**config.mk**
```make
export PLATFORM = sky130hd
export DESIGN_NAME = pp_dma_chan
export DESIGN_NICKNAME = d
export VERILOG_FILES = /design/src/rtl/dma_chan_pkg.sv /design/src/rtl/dma_blk_counter.sv /design/src/rtl/dma_wrap_addr.sv /design/src/rtl/pp_dma_chan.sv
export SDC_FILE = /design/constraint.sdc
export NUM_CORES = 1
export LEC_CHECK = 0
export BUFFER_PORTS_ARGS = -buffer_cell sky130_fd_sc_hd__buf_2
export CORE_AREA = 3 3 179 181
export DETAILED_ROUTE_END_ITERATION = 8
export DIE_AREA = 0 0 182 184
export GPL_TIMING_DRIVEN = 0
export PLACE_DENSITY = 0.79
export SLEW_MARGIN = 20
export SYNTH_ARGS = -nofsm -noshare
export SYNTH_HDL_FRONTEND = slang
export SYNTH_SLANG_ARGS = --single-unit
```
**constraint.sdc**
```tcl
create_clock -name clk -period 2.8 [get_ports clk]
set_input_delay 0.28 -clock clk [delete_from_list [all_inputs] [get_ports clk]]
set_output_delay 0.28 -clock clk [all_outputs]
set_load 0.1 [all_outputs]
```
**src/rtl/dma_chan_pkg.sv**
```systemverilog
package dma_chan_pkg;
  typedef enum logic [1:0] {ST_IDLE, ST_RD, ST_WR} dma_st_e;

  localparam logic [2:0] REG_CTRL = 3'd0;
  localparam logic [2:0] REG_STAT = 3'd1;
  localparam logic [2:0] REG_MPTR = 3'd2;
  localparam logic [2:0] REG_MSEQ = 3'd3;
  localparam logic [2:0] REG_PPTR = 3'd4;
  localparam logic [2:0] REG_PSEQ = 3'd5;

  localparam int B_EN    = 31;
  localparam int B_IE    = 30;
  localparam int B_HOLD  = 29;
  localparam int B_DIR   = 28;
  localparam int B_ONCE  = 27;
  localparam int B_FLOW  = 21;
  localparam int B_SEL   = 16;
  localparam int B_CNT   = 2;
  localparam int B_DBL   = 19;
  localparam int B_WRAP  = 16;
  localparam int MAX_CNT_W = 14;
endpackage

```
**src/rtl/dma_blk_counter.sv**
```systemverilog
module dma_blk_counter #(
  parameter int CW = 14
) (
  input  logic          clk,
  input  logic          rst_n,
  input  logic          load,
  input  logic [CW-1:0] load_val,
  input  logic          step,
  input  logic [CW-1:0] reload_val,
  output logic [CW-1:0] rem,
  output logic          at_last
);
  logic [CW-1:0] rem_q;

  always_ff @(posedge clk) begin
    if (!rst_n)     rem_q <= '0;
    else if (load)  rem_q <= load_val;
    else if (step)  rem_q <= (rem_q == '0) ? reload_val : rem_q - 1'b1;
  end

  assign rem     = rem_q;
  assign at_last = (rem_q == '0);


  last_reload_chk: assert property (@(posedge clk) disable iff (!rst_n)
    (step && at_last && !load) |=> (rem == $past(reload_val)));
endmodule

```
**src/rtl/dma_wrap_addr.sv**
```systemverilog
module dma_wrap_addr #(
  parameter int AW    = 32,
  parameter int WLOG0 = 0
) (
  input  logic          clk,
  input  logic          rst_n,
  input  logic          load,
  input  logic          restart,
  input  logic          step,
  input  logic [AW-1:0] base_in,
  input  logic [2:0]    code,
  output logic [AW-1:0] addr
);
  localparam int IW = WLOG0 + 7;

  logic [AW-1:0] base_q, addr_q;
  logic [IW-1:0] idx_q, last_idx;
  logic          wrap_on;

  always_comb begin
    wrap_on  = (code != 3'd0);
    last_idx = '1;
    for (int i = 1; i < 8; i++)
      if (code == 3'(i)) last_idx = IW'((1 << (WLOG0 + i - 1)) - 1);
  end

  always_ff @(posedge clk) begin
    if (!rst_n) begin
      base_q <= '0;
      addr_q <= '0;
      idx_q  <= '0;
    end else if (load || restart) begin
      base_q <= base_in & ~AW'(3);
      addr_q <= base_in & ~AW'(3);
      idx_q  <= '0;
    end else if (step) begin
      if (wrap_on && idx_q == last_idx) begin
        addr_q <= base_q;
        idx_q  <= '0;
      end else begin
        addr_q <= addr_q + AW'(4);
        idx_q  <= idx_q + 1'b1;
      end
    end
  end

  assign addr = addr_q;


  linear_step_chk: assert property (@(posedge clk) disable iff (!rst_n)
    (step && !load && !restart && !wrap_on) |=> (addr == $past(addr) + AW'(4)));
endmodule

```
**src/rtl/pp_dma_chan.sv**
```systemverilog
module pp_dma_chan
  import dma_chan_pkg::*;
#(
  parameter int AW    = 32,
  parameter int CNT_W = 14,
  parameter int NREQ  = 32
) (
  input  logic            clk,
  input  logic            rst_n,
  input  logic            gen_en,
  input  logic            cfg_we,
  input  logic [2:0]      cfg_addr,
  input  logic [31:0]     cfg_wdata,
  output logic [31:0]     cfg_rdata,
  input  logic [NREQ-1:0] req_lines,
  output logic            p_valid,
  output logic            p_write,
  output logic [AW-1:0]   p_addr,
  output logic [31:0]     p_wdata,
  input  logic            p_ready,
  input  logic [31:0]     p_rdata,
  output logic            m_valid,
  output logic            m_write,
  output logic [AW-1:0]   m_addr,
  output logic [31:0]     m_wdata,
  input  logic            m_ready,
  input  logic [31:0]     m_rdata,
  output logic            irq
);
  localparam int SEL_W = $clog2(NREQ);

  logic [31:0]   ctrl_q, mseq_q, pseq_q, buf_q;
  logic [AW-1:0] mptr_q, pptr_q;
  logic          busy_q, pend_q, pp_q;
  dma_st_e       state_q;

  logic             ie, hold, dir, once, flow, cont, halted;
  logic [SEL_W-1:0] sel;
  logic [CNT_W-1:0] cnt, rem;
  logic             at_last;
  logic             ctrl_wr, stat_clr, start, ch_stop, go;
  logic             src_ready, dst_ready, word_done, blk_end, restart;
  logic [31:0]      src_rdata, stat_w;

  assign ie   = ctrl_q[B_IE];
  assign hold = ctrl_q[B_HOLD];
  assign dir  = ctrl_q[B_DIR];
  assign once = ctrl_q[B_ONCE];
  assign flow = ctrl_q[B_FLOW];
  assign sel  = ctrl_q[B_SEL +: SEL_W];
  assign cnt  = ctrl_q[B_CNT +: CNT_W];
  assign cont = mseq_q[B_DBL] && !once;

  assign ctrl_wr  = cfg_we && (cfg_addr == REG_CTRL);
  assign stat_clr = cfg_we && (cfg_addr == REG_STAT) && cfg_wdata[B_IE];
  assign start    = ctrl_wr && cfg_wdata[B_EN] && !busy_q;
  assign ch_stop  = ctrl_wr && !cfg_wdata[B_EN];
  assign halted   = busy_q && (!gen_en || hold);
  assign go       = busy_q && !ch_stop && gen_en && !hold && (!flow || req_lines[sel]);

  assign src_ready = dir ? m_ready : p_ready;
  assign src_rdata = dir ? m_rdata : p_rdata;
  assign dst_ready = dir ? p_ready : m_ready;
  assign word_done = (state_q == ST_WR) && dst_ready;
  assign blk_end   = word_done && at_last;
  assign restart   = blk_end && cont && pp_q;

  // register file
  always_ff @(posedge clk) begin
    if (!rst_n) begin
      ctrl_q <= '0;
      mptr_q <= '0;
      mseq_q <= '0;
      pptr_q <= '0;
      pseq_q <= '0;
    end else begin
      if (cfg_we) begin
        case (cfg_addr)
          REG_MPTR: mptr_q <= AW'(cfg_wdata);
          REG_MSEQ: mseq_q <= cfg_wdata;
          REG_PPTR: pptr_q <= AW'(cfg_wdata);
          REG_PSEQ: pseq_q <= cfg_wdata;
          default: ;
        endcase
      end
      if (ctrl_wr)                ctrl_q <= cfg_wdata;
      else if (blk_end && !cont)  ctrl_q[B_EN] <= 1'b0;
    end
  end

  // channel state
  always_ff @(posedge clk) begin
    if (!rst_n) begin
      busy_q <= 1'b0;
      pend_q <= 1'b0;
      pp_q   <= 1'b0;
    end else begin
      if (start)                  busy_q <= 1'b1;
      else if (ch_stop)           busy_q <= 1'b0;
      else if (blk_end && !cont)  busy_q <= 1'b0;

      if (blk_end && ie)  pend_q <= 1'b1;
      else if (stat_clr)  pend_q <= 1'b0;

      if (start)                  pp_q <= 1'b0;
      else if (blk_end && cont)   pp_q <= ~pp_q;
    end
  end

  // per-word sequencer
  always_ff @(posedge clk) begin
    if (!rst_n || ch_stop || !busy_q) begin
      state_q <= ST_IDLE;
    end else begin
      case (state_q)
        ST_IDLE: if (go)        state_q <= ST_RD;
        ST_RD:   if (src_ready) state_q <= ST_WR;
        ST_WR:   if (dst_ready) state_q <= ST_IDLE;
        default:                state_q <= ST_IDLE;
      endcase
    end
  end

  always_ff @(posedge clk) begin
    if (!rst_n)                                buf_q <= '0;
    else if (state_q == ST_RD && src_ready)    buf_q <= src_rdata;
  end

  dma_blk_counter #(.CW(CNT_W)) u_cnt (
    .clk(clk), .rst_n(rst_n),
    .load(start), .load_val(cfg_wdata[B_CNT +: CNT_W]),
    .step(word_done), .reload_val(cnt),
    .rem(rem), .at_last(at_last)
  );

  dma_wrap_addr #(.AW(AW), .WLOG0(5)) u_maddr (
    .clk(clk), .rst_n(rst_n),
    .load(start), .restart(restart), .step(word_done),
    .base_in(mptr_q), .code(mseq_q[B_WRAP +: 3]), .addr(m_addr)
  );

  dma_wrap_addr #(.AW(AW), .WLOG0(0)) u_paddr (
    .clk(clk), .rst_n(rst_n),
    .load(start), .restart(restart), .step(word_done),
    .base_in(pptr_q), .code(pseq_q[B_WRAP +: 3]), .addr(p_addr)
  );

  assign p_valid = ((state_q == ST_RD) && !dir) || ((state_q == ST_WR) && dir);
  assign m_valid = ((state_q == ST_RD) && dir) || ((state_q == ST_WR) && !dir);
  assign p_write = (state_q == ST_WR);
  assign m_write = (state_q == ST_WR);
  assign p_wdata = buf_q;
  assign m_wdata = buf_q;
  assign irq     = pend_q;

  always_comb begin
    stat_w = '0;
    stat_w[31] = busy_q;
    stat_w[30] = pend_q;
    stat_w[29] = halted;
    stat_w[28] = pp_q;
    if (busy_q) stat_w[B_CNT +: CNT_W] = rem;
  end

  always_comb begin
    case (cfg_addr)
      REG_CTRL: cfg_rdata = ctrl_q;
      REG_STAT: cfg_rdata = stat_w;
      REG_MPTR: cfg_rdata = 32'(mptr_q);
      REG_MSEQ: cfg_rdata = mseq_q;
      REG_PPTR: cfg_rdata = 32'(pptr_q);
      REG_PSEQ: cfg_rdata = pseq_q;
      default:  cfg_rdata = '0;
    endcase
  end


  one_side_chk: assert property (@(posedge clk) disable iff (!rst_n)
    !(p_valid && m_valid));


  valid_hold_chk: assert property (@(posedge clk) disable iff (!rst_n)
    (p_valid && !p_ready && !ch_stop) |=> (p_valid && $stable(p_addr)));


  freeze_chk: assert property (@(posedge clk) disable iff (!rst_n)
    (!gen_en && !p_valid && !m_valid && !cfg_we) |=> (!p_valid && !m_valid && $stable(rem)));


  irq_rise_chk: assert property (@(posedge clk) disable iff (!rst_n)
    $rose(irq) |-> $past(word_done));


  oneshot_end_chk: assert property (@(posedge clk) disable iff (!rst_n)
    (blk_end && !cont) |=> (!busy_q && !p_valid && !m_valid));
endmodule

```
# Word level (Yosys, flattened, before mapping)

Index checks and enable logic that the tools add are counted.
Widths: inputs -> output; s select.

Add/sub/neg operators: 5
Magnitude comparators: 1
Eq/ne operators: 26
Mux-type cells: 42
Bitwise operators: 2
Reductions and logical operators: 59

Operators with widths:

| cell                  | number |
|---|---|
| $mux 32               | 7 |
| $pmux 32 s6           | 1 |
| $mux 12               | 8 |
| $add 32x3->32 const B | 2 |
| $mux 14               | 4 |
| $mux 7                | 8 |
| $eq 3x3->1 const B    | 10 |
| $logic_and 1x1->1     | 25 |
| $eq 3x2->1 const B    | 6 |
| $logic_not 14->1      | 1 |
| $sub 14x1->14 const B | 1 |
| $add 12x1->12 const B | 1 |
| $eq 12x12->1          | 1 |
| $logic_not 1->1       | 10 |
| $eq 3x1->1 const B    | 3 |
| $mux 1                | 9 |
| $reduce_bool 3->1     | 3 |
| $reduce_and 2->1      | 4 |
| $reduce_bool 2->1     | 4 |
| $add 7x1->7 const B   | 1 |
| $eq 7x7->1            | 1 |
| $logic_or 1x1->1      | 7 |
| $lt 5x6->1 const B    | 1 |
| $mux 2                | 3 |
| other kinds (11)      | 14 |

Bits in registers: 354
Input port bits: 137
Output and inout bits: 165
Word-level logic and storage cells: 155

# Logic depth before layout (Yosys ltp)

Gate-level depths: netlist of run 1.

Depth after elaboration: 13
Gate-level depth with buffers: 10
Gate-level depth less buffers: 8

# Modules after synthesis

From an unflattened synthesis of run 1, not the netlist that was laid out.

Cell total of the unflattened synthesis: 2237
Area, all modules: 18071.1 um^2

Modules (own cells, without submodules):

| module                   | instances | cells each | area an instance (um^2) | sequential area each (um^2) |
|---|---|---|---|---|
| pp_dma_chan              | 1         | 1150       | 9532.9                  | 3943.8 |
| dma_wrap_addr at u_maddr | 1         | 486        | 3803.6                  | 1481.4 |
| dma_wrap_addr at u_paddr | 1         | 476        | 3731.1                  | 1381.3 |
| dma_blk_counter          | 1         | 125        | 1003.5                  | 280.3 |

# Least setup slack after synthesis of run 1

No wires, ideal clock.

Path kind: input to output
Start: input cfg_addr[0]
End: output cfg_rdata[14]
Arrival time: 3435 ps
Required time: 2520 ps
Path slack: -915 ps
Stages: 7
Path buffers: 4
Cells stage by stage: buf_2 clkbuf_1 clkbuf_1 clkbuf_1 nor2_1 a21oi_1 o21ai_0

Cells in the longest elaborated chain, start to end: 2
Elaborated cells between the ends (all ways): 7
Classes of those cells: 5 x eq/ne; 1 x mux; 1 x reduce/logical

RTL lines:

| element                            | line               | RTL |
|---|---|---|
| start, declared                    | pp_dma_chan.sv:12  | `input logic [2:0] cfg_addr,` |
| $eq 3x3->1 (tied with other cells) | pp_dma_chan.sv:166 | `case (cfg_addr)` |
| $pmux 32 s6 *                      | pp_dma_chan.sv:166 |  |
| end, declared                      | pp_dma_chan.sv:14  | `output logic [31:0] cfg_rdata,` |

Mark *: on every way between the ends. The rest lies on a longest branch, timed or not.

# Worst setup path in the final report of run 1

Start: input cfg_addr[0]
End: output cfg_rdata[18]

The elaborated chain is that of the path after synthesis.

==> impl_summary.txt, run 1 <==
----------------------------------------------------
[Final layout]
  Area Growth Syn to Fin ... 21.1%
  Fill cell count ... 2640
  Final net count ... 2658
  Proportion of layout cells with a drive suffix above 1 ... 20.9%
  Post-layout instance count excluding filler cells ... 2944

[Place]
  Post-detailed-placement half-perimeter wirelength ... 52900 µm
  Placed instance count ... 2870
  Placer Congestion ... 0.972
  Post-place setup slack ... -0.544 ns
  I/O Buffers ... 298

[Route]
  Via count ... 18374
  Mean routed wirelength per cell ... 23.6 µm
  Count of routing violations after the opening detailed-route iteration ... 2455
  Total wirelength of the detailed-routed design ... 69500 µm
  Antenna Nets Post-Route ... 0
  DRC violation count after routing ... 0
  First drt pass iteration count ... 6
  Via-to-Cell Ratio ... 6.24

[Global routing]
  Global route overflow ... 0
  Total Routing Usage GR ... roughly 40%
  Wire length of the first global-routing pass ... 102000 µm
  Initial antenna violation count ... 2
  Pin count of the biggest net entering global routing ... 14
  Via count of the first global-routing pass ... 16808

[Logic synthesis]
  Mean post-synth cell area ... ~7.8 µm²
  Async set or reset register ratio after synthesis ... 0%
  EDFF count, synth ... 0
  Fraction of post-synthesis cell area in the top cell type by area ... between 40% and 50%
  Synth unique cells ... 69
  Cell taking the most area after synthesis ... sky130_fd_sc_hd__dfxtp_1
  Seq/Total Area, Yosys ... between 40% and 50%
  Synthesized netlist cell count ... ~2200
  Count of warnings emitted by yosys ... 0
  Post-Syn Nets ... 2318
  Number of synthesized register bits ... 354
  Top cells by area, synth ... sky130_fd_sc_hd__dfxtp_1, sky130_fd_sc_hd__nand2_1, sky130_fd_sc_hd__a21oi_1, sky130_fd_sc_hd__mux2i_1, sky130_fd_sc_hd__nor2_1
  Synth Flop Type ... sky130_fd_sc_hd__dfxtp_1
  Combined area of all synthesized cells ... about 0.017 mm²

[Floorplanning]
  Core region area ... approximately 0.03 mm²
  Die Outline Area ... roughly 0.033 mm²
  IO Pins ... 302
  Die Span Y ... 184 µm
  Horizontal extent of the die ... 182 µm
  Effective utilization at floorplan ... between 50 and 60%
  Number of rows in the core area ... 64

[Timing]
  Worst-Margin Slew ... 1.05 ns
  Worst-case clock skew ... 0.0151 ns
  Slew HR ... 29.9%
  Final critical-path share of the clock period ... between 90% and 100%
  Smallest setup slack after layout ... 0.0681 ns
  Total setup violations reported at the end of the flow ... 0
  Number of pins exceeding their max-slew limit in the final report ... 0
  Unrepaired setup endpoints after global routing ... no
  Time the final worst path needs with I/O delays and setup ... 2.73 ns
  Final count of hold timing violations ... 0
  Post-route worst hold slack ... approximately 0.028 ns
  Summed negative setup slack over all endpoints ... 0 ns
  Achievable Freq ... ~370 MHz

[Worst setup path]
  Max Fanout on Critical Path ... 10
  Critical path buffer and inverter count ... 5
  Worst endpoint required time ... 2.52 ns
  Chain of cells forming the critical path ... buf_2 -> clkbuf_2 -> clkbuf_2 -> clkbuf_4 -> mux2i_1 -> o221ai_2 -> clkbuf_4
  Kind of end point of the critical path ... primary output
  Data arrival, critical path ... 2.45 ns
  Slowest cell on crit path ... sky130_fd_sc_hd__clkbuf_4
  Kind of start point of the critical path ... input pin
  Cell family with most CP delay ... buffers and inverters
  Slowest stage delay, CP ... 0.38 ns
  Setup Crit Path Kind ... in2out

[Flow run]
  Total of max-cap violations ... 0

[Power and ir drop]
  VDD IR max ... 0.000383 V
  PD cells ... 549 mW/mm²
  Post-layout total power ... between 10000 and 15000 µW
  Static Leak ... 0.00776 µW

[Clock tree]
  Clk_lat worst skew ... 0.54 ns
  Clock transition at the register clock pins on the worst setup and hold paths after CTS ... 0.06 ns
  Clock root cell ... sky130_fd_sc_hd__clkbuf_16
  Clock tree from TritonCTS ... yes
  Max Buffers Root-to-Sink ... 3
  Number of hold buffers added after cts ... 0
  Total clock buffers created by CTS ... 39
  Htree depth ... 2
  Clock net sink count ... approximately 350

[Status]
  Outcome ... completed

[Hold path]
  Hold Crit Class ... in2reg

----------------------------------------------------
[where the power goes]
part	internal [µW]	leakage (µW)	total, µW	switching [µW]
Combinational	265	0.00427	928	663
Sequential	5090	0.00286	5170	73.5
Clock	3050	0.000633	5190	2140
Total	8410	0.00776	11300	2880
[metal layers]
layer	GRT usage (%)	up-vias	wire (µm)
li1	-	8273	-
met1	49.1	8561	25300
met2	62.3	1302	30400
met3	10.4	236	8900
met4	22.6	2	4900
met5	0	-	46
[registers in the layout, indices dropped and copies added (netlist names), 12 cells and up]
signal,flops
pseq_q,32
pptr_q,32
u_maddr.addr,32
mptr_q,32
u_paddr.base_q,30
u_cnt.rem,14
mseq_q,32
m_wdata,32
ctrl_q,32
u_maddr.base_q,30
u_maddr.idx_q,12
u_paddr.addr,32
[cells by family after synthesis]
| group | Yosys count | synth area share, % |
|---|---|---|
| DFF | 354 | 41.7 |
| xor gates and xnor gates | 53 | 2.73 |
| muxes | 95 | 6.50 |
| adders and majority gates | 5 | 0.368 |
| and+or+nand+nor | 872 | 22.2 |
| AOI/OAI and AO/OA | 582 | 20.7 |
| buffers and inverters | 215 | 5.78 |
[cells in the mapped netlist, drive strengths merged (4+ instances only)]
library cell  number
dfxtp            354
o221ai            16
nand4             17
clkbuf           121
mux4              11
o22ai             41
inv               19
and4              10
o32ai              5
o21ai             65
nor4              11
nor2             145
or4                5
nor2b             14
or3               10
and2               8
a22oi             65
a21oi            278
ha                 5
a311oi             4
xnor2             17
o31ai              4
nand2            547
nor4b              4
a21o               5
nand3             36
a31oi             23
a211oi            35
nand2b            14
mux2              13
xor2              36
nor3              23
and3              16
mux2i             71
o211ai            20
buf               75
[stage by stage]
stage,cell area (µm²),util [%]
floorplan,17200,-
global placement,19200,62.6
detailed placement,19200,62.6
CTS,20500,67.0
global route,20600,67.3
finish,20600,67.3
[layout make-up]
cell class / count / area [µm²] / share of cell area (%)
clock inverters: 17 / 176 / 0.857
diodes: 1 / 2.50 / 0.0122
plain buffers: 195 / 940 / 4.57
multi-input cells: 1607 / 9160 / 44.5
repair buffers: 300 / 1530 / 7.46
clock buffers: 55 / 1110 / 5.38
flip-flops and latches: 354 / 7090 / 34.5
inverters: 19 / 71.3 / 0.347
well taps: 396 / 495 / 2.41
[timing repair]
action                                  in CTS  in global routing
buffers inserted                             2                  0
gates resized for setup                     24                 24
pin swaps                                    1                  0
endpoints found under the setup margin      76                 64
[final timing paths]
check / start / to / slack [ns] / cells past startpoint
max: cfg_addr[0] / cfg_rdata[18] / 0.07 / 7
min: cfg_wdata[0] / ctrl_q[0] / 0.03 / 3
max reg2reg: ctrl_q[17] / state_q[0] / 0.07 / 6
min reg2reg: u_paddr.base_q[27] / u_paddr.base_q[27] / 0.45 / 2
[worst min-delay path, cell delays in order]
cell,delay [ns]
sky130_fd_sc_hd__buf_2,0.13
sky130_fd_sc_hd__nand2_1,0.06
sky130_fd_sc_hd__a21oi_1,0.05
[layout by cell type, fill, tap and decap left out, drive strengths merged, types with 41 or more instances in the layout]
cell	instances
o21ai	65
nand2	547
o22ai	41
buf	364
a22oi	65
clkbuf	185
dfxtp	354
a21oi	278
mux2i	71
nor2	145
Note: power is estimated with default switching activity, not from simulation.
==> run 2: changes to the inputs <==
- CORE_AREA: 3 3 179 181 -> 3 3 183 185
- DIE_AREA: 0 0 182 184 -> 0 0 186 188
- PLACE_DENSITY: 0.79 -> 0.8
- REMOVE_ABC_BUFFERS: not set -> 1
- SKIP_CTS_REPAIR_TIMING: not set -> 1
- SYNTH_HIERARCHICAL: not set -> 1
==> run 2 against run 1 <==
Effect of this change:
- the flow now finishes with violations (setup timing)
- critical path depth increased by 10
- register-to-register slack got worse by 0.08 ns
- synthesized area increased by 6.4%
- via count decreased by 3.8%
- final cell count decreased by 2.0%
- worst setup slack got worse by 0.081 ns
- sequential share of layout area decreased by 1.6 points
- sequential power about the same
- largest power group unchanged
==> impl_summary.txt, run 2 <==
----------------------------------------------------
[Final layout]
  Leading cell types in the layout, fill and taps excluded ... sky130_fd_sc_hd__nand2_1, sky130_fd_sc_hd__dfxtp_1, sky130_fd_sc_hd__buf_2, sky130_fd_sc_hd__a21boi_0, sky130_fd_sc_hd__mux2i_1
  Post-layout instance count excluding filler cells ... 2886 (-2.0%)
  Proportion of layout cells with a drive suffix above 1 ... 20.3% (-0.57 points)
  Most common cell after layout, fill and taps aside ... sky130_fd_sc_hd__nand2_1
  Final net count ... 2592 (-2.5%)
  End-of-flow core utilization ... 66.9% (-0.33 points)
  Area Growth Syn to Fin ... 19.3%
  Fill cell count ... 2505 (-5.1%)

[Timing]
  Final critical-path share of the clock period ... 100% (+2.9 points)
  Final count of hold timing violations ... 0 (unchanged)
  Worst-case clock skew ... 0.0117 ns (-0.00334 ns)
  Slew HR ... 29.6% (-0.32 points)
  Time the final worst path needs with I/O delays and setup ... 2.81 ns (+0.0811 ns)
  Achievable Freq ... 355 MHz (-2.9%)
  Post-route worst hold slack ... 0.0335 ns (+0.00586 ns)
  Smallest setup slack after layout ... -0.0130 ns (-0.0811 ns)
  Total setup violations reported at the end of the flow ... 1 (+1)
  Number of pins exceeding their max-slew limit in the final report ... 0 (unchanged)
  Worst-Margin Slew ... 1.05 ns (+0.000927 ns)

[Floorplanning]
  Core region area ... 0.0322 mm² (+5.3%)
  Effective utilization at floorplan ... 56.1% (+0.56 points)
  Number of rows in the core area ... 66 (+3.1%)
  Die Outline Area ... 0.0350 mm² (+4.4%)
  IO Pins ... 302 (unchanged)
  Horizontal extent of the die ... 186 µm (+2.2%)
  Die Span Y ... 188 µm (+2.2%)

[Logic synthesis]
  Seq/Total Area, Yosys ... 39.2% (-2.5 points)
  Top cells by area, synth ... sky130_fd_sc_hd__dfxtp_1, sky130_fd_sc_hd__nand2_1, sky130_fd_sc_hd__a21boi_0, sky130_fd_sc_hd__mux2i_1, sky130_fd_sc_hd__clkbuf_1
  Leading cell types by count after synthesis ... sky130_fd_sc_hd__nand2_1, sky130_fd_sc_hd__dfxtp_1, sky130_fd_sc_hd__a21boi_0
  Synthesized netlist cell count ... 2237 (+2.8%)
  Library cell with the highest instance count after synthesis ... sky130_fd_sc_hd__nand2_1
  Fraction of post-synthesis cell area in the top cell type by area ... 39.2% (-2.5 points)
  Combined area of all synthesized cells ... 0.0181 mm² (+6.4%)
  Async set or reset register ratio after synthesis ... 0% (unchanged)
  EDFF count, synth ... 0 (unchanged)
  Synth Flop Type ... sky130_fd_sc_hd__dfxtp_1
  Mean post-synth cell area ... 8.08 µm² (+3.5%)
  Number of synthesized register bits ... 354 (unchanged)
  Count of warnings emitted by yosys ... 6 (+6)
  Synth unique cells ... 85 (+23%)
  Cell taking the most area after synthesis ... sky130_fd_sc_hd__dfxtp_1

[Global routing]
  Initial antenna violation count ... 4 (+2)
  Global route overflow ... 0 (unchanged)
  Pin count of the biggest net entering global routing ... 129 (+115)
  Wire length of the first global-routing pass ... 84200 µm (-17%)
  Total Routing Usage GR ... 29.3% (-10 points)
  Via count of the first global-routing pass ... 16306 (-3.0%)

[Clock tree]
  Max Buffers Root-to-Sink ... 3 (unchanged)
  Clock transition at the register clock pins on the worst setup and hold paths after CTS ... 0.06 ns (about the same)
  Clock net sink count ... 354 (unchanged)
  Clock root cell ... sky130_fd_sc_hd__clkbuf_16
  Clk_lat worst skew ... 0.53 ns (about the same)
  Clock tree from TritonCTS ... yes
  Total clock buffers created by CTS ... 39 (unchanged)
  Htree depth ... 2 (unchanged)

[Power and ir drop]
  VDD IR max ... 0.000479 V (+25%)
  PD cells ... 527 mW/mm² (-4.0%)
  Static Leak ... 0.00898 µW (+16%)

[Worst setup path]
  Slowest cell on crit path ... sky130_fd_sc_hd__dfxtp_2
  Critical path buffer and inverter count ... 7 (+2)
  Data arrival, critical path ... 3.27 ns (+0.82 ns)
  Worst endpoint required time ... 3.26 ns (+0.74 ns)
  Slowest stage delay, CP ... 0.34 ns (-0.04 ns)
  Cell family with most CP delay ... simple AND/OR/NAND/NOR gates
  Kind of start point of the critical path ... flip-flop
  Kind of end point of the critical path ... flip-flop
  Setup Crit Path Kind ... reg2reg
  Max Fanout on Critical Path ... 8 (-2)
  Library cell appearing most often on the critical path ... sky130_fd_sc_hd__buf_4
  Chain of cells forming the critical path ... inv_2 -> ha_4 -> nor4b_4 -> buf_4 -> nand4_1 -> buf_6 -> inv_4 -> nand4_1 -> nor2_4 -> or2_4 -> buf_4 -> buf_4 -> buf_4 -> nand2_1 -> nand2_1 -> nand2_1 -> a21oi_1

[Route]
  Total wirelength of the detailed-routed design ... 56200 µm (-19%)
  Antenna Nets Post-Route ... 0 (unchanged)
  Mean routed wirelength per cell ... 19.5 µm (-18%)
  Via-to-Cell Ratio ... 6.13 (-1.9%)
  First drt pass iteration count ... 7 (+1)
  DRC violation count after routing ... 0 (unchanged)
  Count of routing violations after the opening detailed-route iteration ... 1942 (-21%)
  Via count ... 17677 (-3.8%)

[Place]
  Placed instance count ... 2769 (-3.5%)
  Post-detailed-placement half-perimeter wirelength ... 36100 µm (-32%)
  Placer Congestion ... 0.871 (-10%)
  I/O Buffers ... 301 (+1.0%)
  Post-place setup slack ... -2.21 ns (-1.66 ns)

[Hold path]
  Hold Crit Class ... in2reg

[Flow run]
  Total of max-cap violations ... 0 (unchanged)

[Status]
  Failing checks ... setup timing
  Outcome ... finished with violations

----------------------------------------------------
## run 2: cell types whose count changed in the layout (fill, tap and decap cells not counted), sizes merged, moves of 22 or more
cell and delta:
nor2 -70, a21boi +230, a22oi -33, a21oi -203
nand3 +22, a211oi -29, o211a +32, clkbuf -118
o22ai -35, nand2 +65
## run 2: worst paths after layout
kind	start	endpoint	slack [ns]	depth (start not counted)
max	u_cnt/rem[0]	u_maddr/addr[29]	-0.01	17
min	cfg_wdata[28]	ctrl_q[28]	0.03	3
max reg2reg	u_cnt/rem[0]	u_maddr/addr[29]	-0.01	17
min reg2reg	u_maddr/addr[1]	u_maddr/addr[1]	0.42	2
## run 2: logic make-up (layout without fill, tap and decap cells)
| group | count (synthesis) | after routing | synth area share (%) |
|---|---|---|---|
| buffers and inverters | 222 | 454 | 5.75 |
| and+or+nand+nor | 909 | 916 | 22.3 |
| AOI/OAI and AO/OA | 579 | 579 | 22.9 |
| adders and majority gates | 5 | 5 | 0.346 |
| muxes | 103 | 103 | 6.29 |
| other | 0 | 2 | 0 |
| DFF | 354 | 354 | 39.2 |
| xor gates and xnor gates | 65 | 65 | 3.15 |
## run 2: worst register-to-register path, delay by kind of cell (launching register included)
kind            cells  cell delay (ns)
fa+ha+maj           1             0.15
simple gates        8             1.18
buf+inv             7             0.97
flops               1             0.34
compound gates      1             0.13
## run 2: area by class of cell
| cell class | count | area (µm²) | area share, % |
|---|---|---|---|
| antenna | 2 | 5.00 | 0.0232 |
| clock buffer | 59 | 1170 | 5.44 |
| clock inverter | 8 | 118 | 0.546 |
| inverter | 20 | 81.3 | 0.377 |
| multi-input combinational | 1668 | 10200 | 47.4 |
| sequential | 354 | 7090 | 32.9 |
| tap | 408 | 510 | 2.37 |
| timing repair buffer | 367 | 2360 | 11.0 |
## run 2: routing by layer
layer,GRT usage [%],part of all wire (%),up-vias
met5,0,0.089,-
met4,12.4,4.4,6
met3,4.62,8.8,171
met2,49.0,48,929
met1,37.3,39,8367
li1,-,-,8204
## run 2: stage by stage
step | total power, µW | instance area, µm² | setup TNS [ns]
final | 11400 | 21600 | -0.0130
after global routing | 11700 | 21600 | -0.485
after CTS | 11300 | 21000 | -223.58
after detailed placement | 6200 | 19700 | -223.78
after global placement | 6150 | 19100 | -1316.64
after floorplan | 5770 | 17100 | -531.03
## run 2: report_power, final
part | internal, µW | switching [µW] | total, µW
combinational | 332 | 662 | 994
clock | 3160 | 2040 | 5190
sequential | 5100 | 66.9 | 5160
total | 8590 | 2760 | 11400
